[config.mk]
export PLATFORM = sky130hd
export DESIGN_NAME = mbus_frontend
export DESIGN_NICKNAME = d
export VERILOG_FILES = /design/src/rtl/mbus_pkg.sv /design/src/rtl/mbus_latch.sv /design/src/rtl/mbus_ram.sv /design/src/rtl/mbus_regs.sv /design/src/rtl/mbus_frontend.sv
export SDC_FILE = /design/constraint.sdc
export NUM_CORES = 2
export LEC_CHECK = 0
export ABC_CLOCK_PERIOD_IN_PS = 2850
export BUFFER_PORTS_ARGS = -buffer_cell sky130_fd_sc_hd__buf_2
export CAP_MARGIN = 10
export CORE_MARGIN = 2
export CORE_UTILIZATION = 63
export CTS_CLUSTER_DIAMETER = 40
export DETAILED_ROUTE_END_ITERATION = 7
export HOLD_SLACK_MARGIN = 0.12
export PLACE_DENSITY_LB_ADDON = 0.12
export SETUP_SLACK_MARGIN = 0.5
export SLEW_MARGIN = 25
export SYNTH_ARGS = -nofsm -noshare
export SYNTH_HDL_FRONTEND = slang
export SYNTH_SLANG_ARGS = --single-unit
[constraint.sdc]
create_clock -name clk -period 2.85 [get_ports clk]
set_input_delay 0.285 -clock clk [delete_from_list [all_inputs] [get_ports clk]]
set_output_delay 0.285 -clock clk [all_outputs]
set_load 0.1 [all_outputs]
[src/rtl/mbus_pkg.sv]
package mbus_pkg;
  // command register layout: field positions are decoded by port logic
  typedef struct packed {
    logic [1:0] pc_mode;  // bits 3:2
    logic       dir_b;    // bit 1
    logic       dir_a;    // bit 0
  } cmd_t;

  localparam int CMD_W = $bits(cmd_t);

  function automatic logic sel_level(input logic pin, input logic active_high);
    return active_high ? pin : ~pin;
  endfunction
endpackage

[src/rtl/mbus_latch.sv]
module mbus_latch #(
  parameter int ADDR_W  = 8,
  parameter bit CE_HIGH = 1'b0
) (
  input  logic              clk,
  input  logic              rst,
  input  logic              ale,
  input  logic [ADDR_W-1:0] ad_in,
  input  logic              chip_en,
  input  logic              io_sel,
  output logic [ADDR_W-1:0] lat_addr,
  output logic              lat_sel,
  output logic              lat_io
);
  logic ale_q;
  logic ale_fall;

  assign ale_fall = ale_q & ~ale;

  always_ff @(posedge clk) begin
    if (rst) begin
      ale_q    <= 1'b0;
      lat_addr <= '0;
      lat_sel  <= 1'b0;
      lat_io   <= 1'b0;
    end else begin
      ale_q <= ale;
      if (ale_fall) begin
        lat_addr <= ad_in;
        lat_sel  <= mbus_pkg::sel_level(chip_en, CE_HIGH);
        lat_io   <= io_sel;
      end
    end
  end
endmodule

[src/rtl/mbus_ram.sv]
module mbus_ram #(
  parameter int ADDR_W = 8,
  parameter int DATA_W = 8
) (
  input  logic              clk,
  input  logic              we,
  input  logic [ADDR_W-1:0] addr,
  input  logic [DATA_W-1:0] wdata,
  output logic [DATA_W-1:0] rdata
);
  localparam int DEPTH = 1 << ADDR_W;

  logic [DATA_W-1:0] cells [DEPTH];

  // no reset: contents survive the block reset
  always_ff @(posedge clk) begin
    if (we) cells[addr] <= wdata;
  end

  assign rdata = cells[addr];
endmodule

[src/rtl/mbus_regs.sv]
module mbus_regs #(
  parameter int ADDR_W  = 8,
  parameter int DATA_W  = 8,
  parameter int IO_REGS = 6
) (
  input  logic                 clk,
  input  logic                 rst,
  input  logic                 wr_pulse,
  input  logic                 rd_pulse,
  input  logic [ADDR_W-1:0]    addr,
  input  logic [mbus_pkg::CMD_W-1:0] cmd_wdata,
  input  logic [DATA_W-1:0]    ext_rdata,
  output mbus_pkg::cmd_t       cmd,
  output logic                 ext_wr,
  output logic                 ext_rd,
  output logic [DATA_W-1:0]    rdata
);
  logic hit;
  logic is_cmd;

  assign hit    = addr < ADDR_W'(IO_REGS);
  assign is_cmd = addr == '0;

  assign ext_wr = wr_pulse & hit & ~is_cmd;
  assign ext_rd = rd_pulse & hit;
  assign rdata  = hit ? ext_rdata : '0;

  always_ff @(posedge clk) begin
    if (rst)                    cmd <= '0;
    else if (wr_pulse & is_cmd) cmd <= mbus_pkg::cmd_t'(cmd_wdata);
  end
endmodule

[src/rtl/mbus_frontend.sv]
module mbus_frontend #(
  parameter int ADDR_W  = 8,
  parameter int DATA_W  = 8,
  parameter int IO_REGS = 6,
  parameter bit CE_HIGH = 1'b0,
  localparam int OFF_W  = $clog2(IO_REGS)
) (
  input  logic              clk,
  input  logic              rst,
  input  logic              ale,
  input  logic              chip_en,
  input  logic              io_sel,
  input  logic              rd_n,
  input  logic              wr_n,
  input  logic [DATA_W-1:0] ad_in,
  output logic [DATA_W-1:0] ad_out,
  output logic              ad_oe,
  output logic [OFF_W-1:0]  reg_addr,
  output logic [DATA_W-1:0] reg_wdata,
  output logic              reg_wr_stb,
  output logic              reg_rd_stb,
  input  logic [DATA_W-1:0] reg_rdata,
  output logic              dir_a,
  output logic              dir_b,
  output logic [1:0]        pc_mode
);
  logic [ADDR_W-1:0] lat_addr;
  logic              lat_sel, lat_io;
  logic              rd_q, wr_q;
  logic              rd_act, wr_act, wr_pulse, rd_pulse;
  logic [DATA_W-1:0] ram_rdata, reg_rd;
  mbus_pkg::cmd_t    cmd;

  mbus_latch #(.ADDR_W(ADDR_W), .CE_HIGH(CE_HIGH)) u_latch (
    .clk(clk), .rst(rst), .ale(ale), .ad_in(ad_in[ADDR_W-1:0]),
    .chip_en(chip_en), .io_sel(io_sel),
    .lat_addr(lat_addr), .lat_sel(lat_sel), .lat_io(lat_io)
  );

  // strobe history, 1 = inactive
  always_ff @(posedge clk) begin
    if (rst) begin
      rd_q <= 1'b1;
      wr_q <= 1'b1;
    end else begin
      rd_q <= rd_n;
      wr_q <= wr_n;
    end
  end

  assign rd_act   = ~rd_n;
  assign wr_act   = ~wr_n;
  assign wr_pulse = lat_sel & wr_act & wr_q;
  assign rd_pulse = lat_sel & rd_act & rd_q & ~wr_act;

  mbus_ram #(.ADDR_W(ADDR_W), .DATA_W(DATA_W)) u_ram (
    .clk(clk), .we(wr_pulse & ~lat_io), .addr(lat_addr),
    .wdata(ad_in), .rdata(ram_rdata)
  );

  mbus_regs #(.ADDR_W(ADDR_W), .DATA_W(DATA_W), .IO_REGS(IO_REGS)) u_regs (
    .clk(clk), .rst(rst),
    .wr_pulse(wr_pulse & lat_io), .rd_pulse(rd_pulse & lat_io),
    .addr(lat_addr), .cmd_wdata(ad_in[mbus_pkg::CMD_W-1:0]),
    .ext_rdata(reg_rdata), .cmd(cmd),
    .ext_wr(reg_wr_stb), .ext_rd(reg_rd_stb), .rdata(reg_rd)
  );

  assign ad_oe     = lat_sel & rd_act & ~wr_act;
  assign ad_out    = lat_io ? reg_rd : ram_rdata;
  assign reg_addr  = lat_addr[OFF_W-1:0];
  assign reg_wdata = ad_in;
  assign dir_a     = cmd.dir_a;
  assign dir_b     = cmd.dir_b;
  assign pc_mode   = cmd.pc_mode;
endmodule

# [Word-level counts from Yosys, hierarchy flattened]
# Memory sizes are Yosys's and may differ from the RTL's. A register that Yosys moved wholly into a read port is not among the register bits.
# Cells that the tools add are included.
[totals] register_bits=17 mem_bits_rw=2048 inputBits=23 mem_count=1
[memory_table] name="u_ram.cells" words=256 width=8 rd=1 rd_clocked_by_memory_dff=1 wr=1 line_no="mbus_ram.sv:13" text="logic [DATA_W-1:0] cells [DEPTH];"
[classes] order_cmp=1 muxes=6 n_bitwise=20 n_reduce_logical=1
[op_table] operator="8-bit 2-to-1 mux" count=4
[op_table] operator="1-bit bitwise AND" count=14
[op_table] operator="8-bit zero test" count=1
[op_table] operator="8-bit by 3-bit less-than comparator with 1-bit output, second input constant" count=1
[op_table] operator="1-bit inverter" count=6
[op_table] operator="1-bit 2-to-1 mux" count=2

# [Logic depth before layout (Yosys ltp)]
[logic_depth] depth_word=6 depth_mapped=13

# [Cells and area by module]
# From an unflattened synthesis, not the netlist that was laid out.
[hier_totals] hier_cells=3644 area_unflattened_um2=79382.4
[modules_own_cells] module="mbus_ram" instances=1 cells_each=3539 area_each_um2=78332.6
[modules_own_cells] module="mbus_latch" instances=1 cells_each=47 area_each_um2=484.2
[modules_own_cells] module="mbus_frontend" instances=1 cells_each=26 area_each_um2=285.3
[modules_own_cells] module="mbus_regs" instances=1 cells_each=32 area_each_um2=280.3

# [Least setup slack after synthesis]
# OpenSTA, ideal clock, no wires.
[synth_path] path_kind="reg-to-output" start="register with a tool-made name" end="output port ad_out[3]" t_arrival_ns=4.940 slack_ns=-2.375 stages_incl_launch_ff=13 n_path_buf=6 path_cell_list="dfxtp_1 -> buf_6 -> buf_12 -> buf_12 -> buf_12 -> buf_12 -> buf_6 -> mux2i_1 -> o221ai_1 -> a21oi_1 -> o311ai_1 -> nand4_1 -> o41ai_1"
[synth_rtl] item="end: declaration" line_no="mbus_frontend.sv:16" text="output logic [DATA_W-1:0] ad_out,"

==> impl_metrics.py <==
metrics = {
    "status": {
        "status": "finished, violations left",
        "violations": "DRC, setup timing",
    },
    "timing": {
        "fmax_mhz": 230,
        "setup-violations-final": 10,
        "period_minus_slack_ns": 4.35,
        "hold_violations": 0,
        "setup_ws_ns": -1.50,
        "slew_headroom": 0.433,
        "worst-slew-pin-transition_ns": 0.848,
        "period_share": 1.53,
        "timing.setup.tns_ns": -11.69,
        "drv_slew": 0,
        "rsz0062_at_grt": "true",
        "skew_ns": 0.0425,
    },
    "synthesis": {
        "yosysMostFrequentCell": "edfxtp_1",
        "netlist_instances": 4001,
        "yosys_warnings": 0,
        "synth.area.top_cells": "edfxtp_1 76%, mux4_2 11%, mux2i_1 3.2%",
        "syn_nets": 4024,
        "yosysTopAreaCell": "edfxtp_1",
        "synth_common_cells": "2,048 x edfxtp_1, 393 x mux4_2, 305 x nor2_1, 261 x mux2i_1",
        "synth_edf_count": 2048,
        "synth_area_um2": 81100,
        "async_flop_share": 0,
        "yosysUniqueCellTypes": 78,
        "synth_ff_type": "edfxtp_1",
        "ys_ff_latch": 2073,
        "seq_area_frac_synth": 0.765,
        "syn_avg_cell_area_um2": 20.3,
        "synth_top_cell_area_share": 0.759,
    },
    "setup_path": {
        "start_kind": "flop",
        "path_class": "reg -> out",
        "crit_family": "compound AO/OA/AOI/OAI gates",
        "crit_path_max_fanout": 14,
        "slowest_stage": "a41oi_4",
        "worstPathArrival_ns": 4.07,
        "cp.depth": 10,
        "r2r-start": "u_latch.lat_sel",
        "cp_num_buf_inv": 3,
        "endpoint_kind": "primary output",
        "slowest_delay_ns": 0.54,
        "worstRegToRegCells": 8,
        "path_cells": "buf_4 > nand2b_1 > a311oi_1 > o21ai_2 > o22ai_2 > o211ai_1 > a41oi_4 > buf_6 > o41ai_4 > buf_12",
        "critPathRequiredTime_ns": 2.57,
    },
    "min_path": {
        "hold_path.startpoint": "rst",
        "hp-class": "in -> reg",
        "hold_depth": 3,
    },
    "power": {
        "power-per-cell-area_nw_per_um2": 667,
        "power_leakage_nw": 32.0,
        "power_mw": 65.8,
        "peakVddDrop_mv": 0.892,
    },
    "die": {
        "pin_count": 49,
        "die_x_um": 363,
        "die-area_um2": 132000,
        "core.rowCount": 131,
        "die_h_um": 363,
        "start_util": 0.635,
        "core_um2": 128000,
    },
    "grt": {
        "grt_pass1_vias": 45700,
        "use_met3": 0.0722,
        "grt_use_met1": 0.474,
        "grtUsageMet2": 0.538,
        "grt-busiest-layer": "met2",
        "grt_pass1_wl_mm": 320,
        "gr-total-overflow": 0,
        "grt_max_degree": 119,
        "antenna_found_initial": 1,
        "grt_use_total": 0.344,
    },
    "cells_and_area": {
        "drive_gt1_frac": 0.360,
        "layout.nets": 4950,
        "areaGrowthSynthToFinish_pct": 21.6,
        "fillers": 6671,
        "fin_area_um2": 98600,
        "utilization": 0.772,
    },
    "clock_network": {
        "cts-htree-levels": 4,
        "cts_tree": "done",
        "clockBufferDepth": 3,
        "clockRootBuffer": "clkbuf_16",
        "clk_pin_slew_ns": 0.06,
        "worstSkewPairLatency_ns": 0.85,
        "numClockSinks": 2073,
        "cts_buffers": 226,
    },
    "placed_design": {
        "dpl.hpwl_mm": 141,
        "gp_congestion": 0.906,
        "portBuffers": 48,
        "dpl_cell_area_um2": 89000,
    },
    "route": {
        "drt-total-wl_mm": 225,
        "first_iter_violations": 6677,
        "viasPerCell": 6.75,
        "drc_errors": 3,
        "detail-route-antenna-nets": 0,
        "via_count": 45800,
        "post_drt_wl_per_cell_um": 33.1,
        "dr.pass1.iters": 8,
    },
    "flow_run": {
        "drv_cap": 0,
    },
}
-- routing by layer --
metal,up-vias,share of wire
met2,3044,0.48
met3,582,0.11
met1,23700,0.36
met4,0,0.050
met5,-,0
li1,18500,-
-- metrics by stage --
stage	instances	setup WS [ns]	hold slack [ns]
after floorplan	4001	-0.439	0.381
after global placement	6253	-1.22	0.466
after detailed placement	6253	-1.01	0.472
after CTS	6755	-1.59	0.347
after global routing	6784	-1.54	0.418
final	6785	-1.50	0.415
-- placed cells by master, fill, tap and decap left out, types with 17 or more instances in the layout --
cell type and count:
edfxtp_1 2048, buf_4 752, mux4_2 393, nor2_1 284, mux2i_1 254, clkbuf_16 232
nand2_1 103, buf_12 94, o22ai_1 80, a21oi_1 60, o221ai_1 51, clkinv_1 40
clkbuf_1 34, nand3_1 31, a22oi_1 31, buf_2 30, clkinv_2 28, buf_6 27
inv_6 25, bufinv_16 23, nor2b_1 21, dlygate4sd3_1 20, a221oi_1 19, nor3_1 18
a22o_1 18, clkinv_4 17
-- repair_timing --
action,CTS,global route
pin swaps,27,41
endpoints found under the setup margin,225,294
endpoints found under the hold margin,426,0
hold buffers,20,0
gates cloned,7,1
gates resized for setup,138,96
setup buffers,52,28
-- power breakdown --
part           internal [mW]  switching, mW  leakage, nW
Combinational           1.17           1.91         9.77
Sequential              33.5         0.0214         18.6
Clock                   17.1           12.1         3.64
-- path summary, 6_finish.rpt --
path	endpoint	slack (ns)
max	ad_out[5]	-1.50
max reg2reg	u_ram.cells[63][3]	0.53
min	u_regs.cmd[2]	0.42
min reg2reg	u_regs.cmd[2]	0.50
-- layout make-up --
class	instances	area, um^2	share of cell area
inverter	6	23.8	0.000241
tap	1662	2080	0.0211
sequential	2073	62000	0.629
multi-input combinational	1669	18100	0.184
clock buffer	269	5960	0.0605
timing repair buffer	951	8790	0.0892
antenna	1	2.50	0.0000254
clock inverter	154	1550	0.0157
-- registers in the layout (all words and copies together) (netlist names), named ones only --
register	count
u_regs.cmd	4
u_ram.cells	2048
u_latch.ale_q	1
rd_q	1
wr_q	1
u_latch.lat_addr	8
u_latch.lat_sel	1
u_latch.lat_io	1
-- worst min-delay path, cell delays in order --
cell and delay, ns:
dlygate4sd3_1 0.54, buf_2 0.26, nor2_1 0.14
-- cells by family after synthesis --
logic type,after synthesis,synth area share
AO/OA/AOI/OAI,425,0.0379
buffers and inverters,259,0.0221
flip-flops,2073,0.765
multiplexers,670,0.144
AND/OR/NAND/NOR,574,0.0310
No activity file was read; power rests on OpenSTA's default activity.
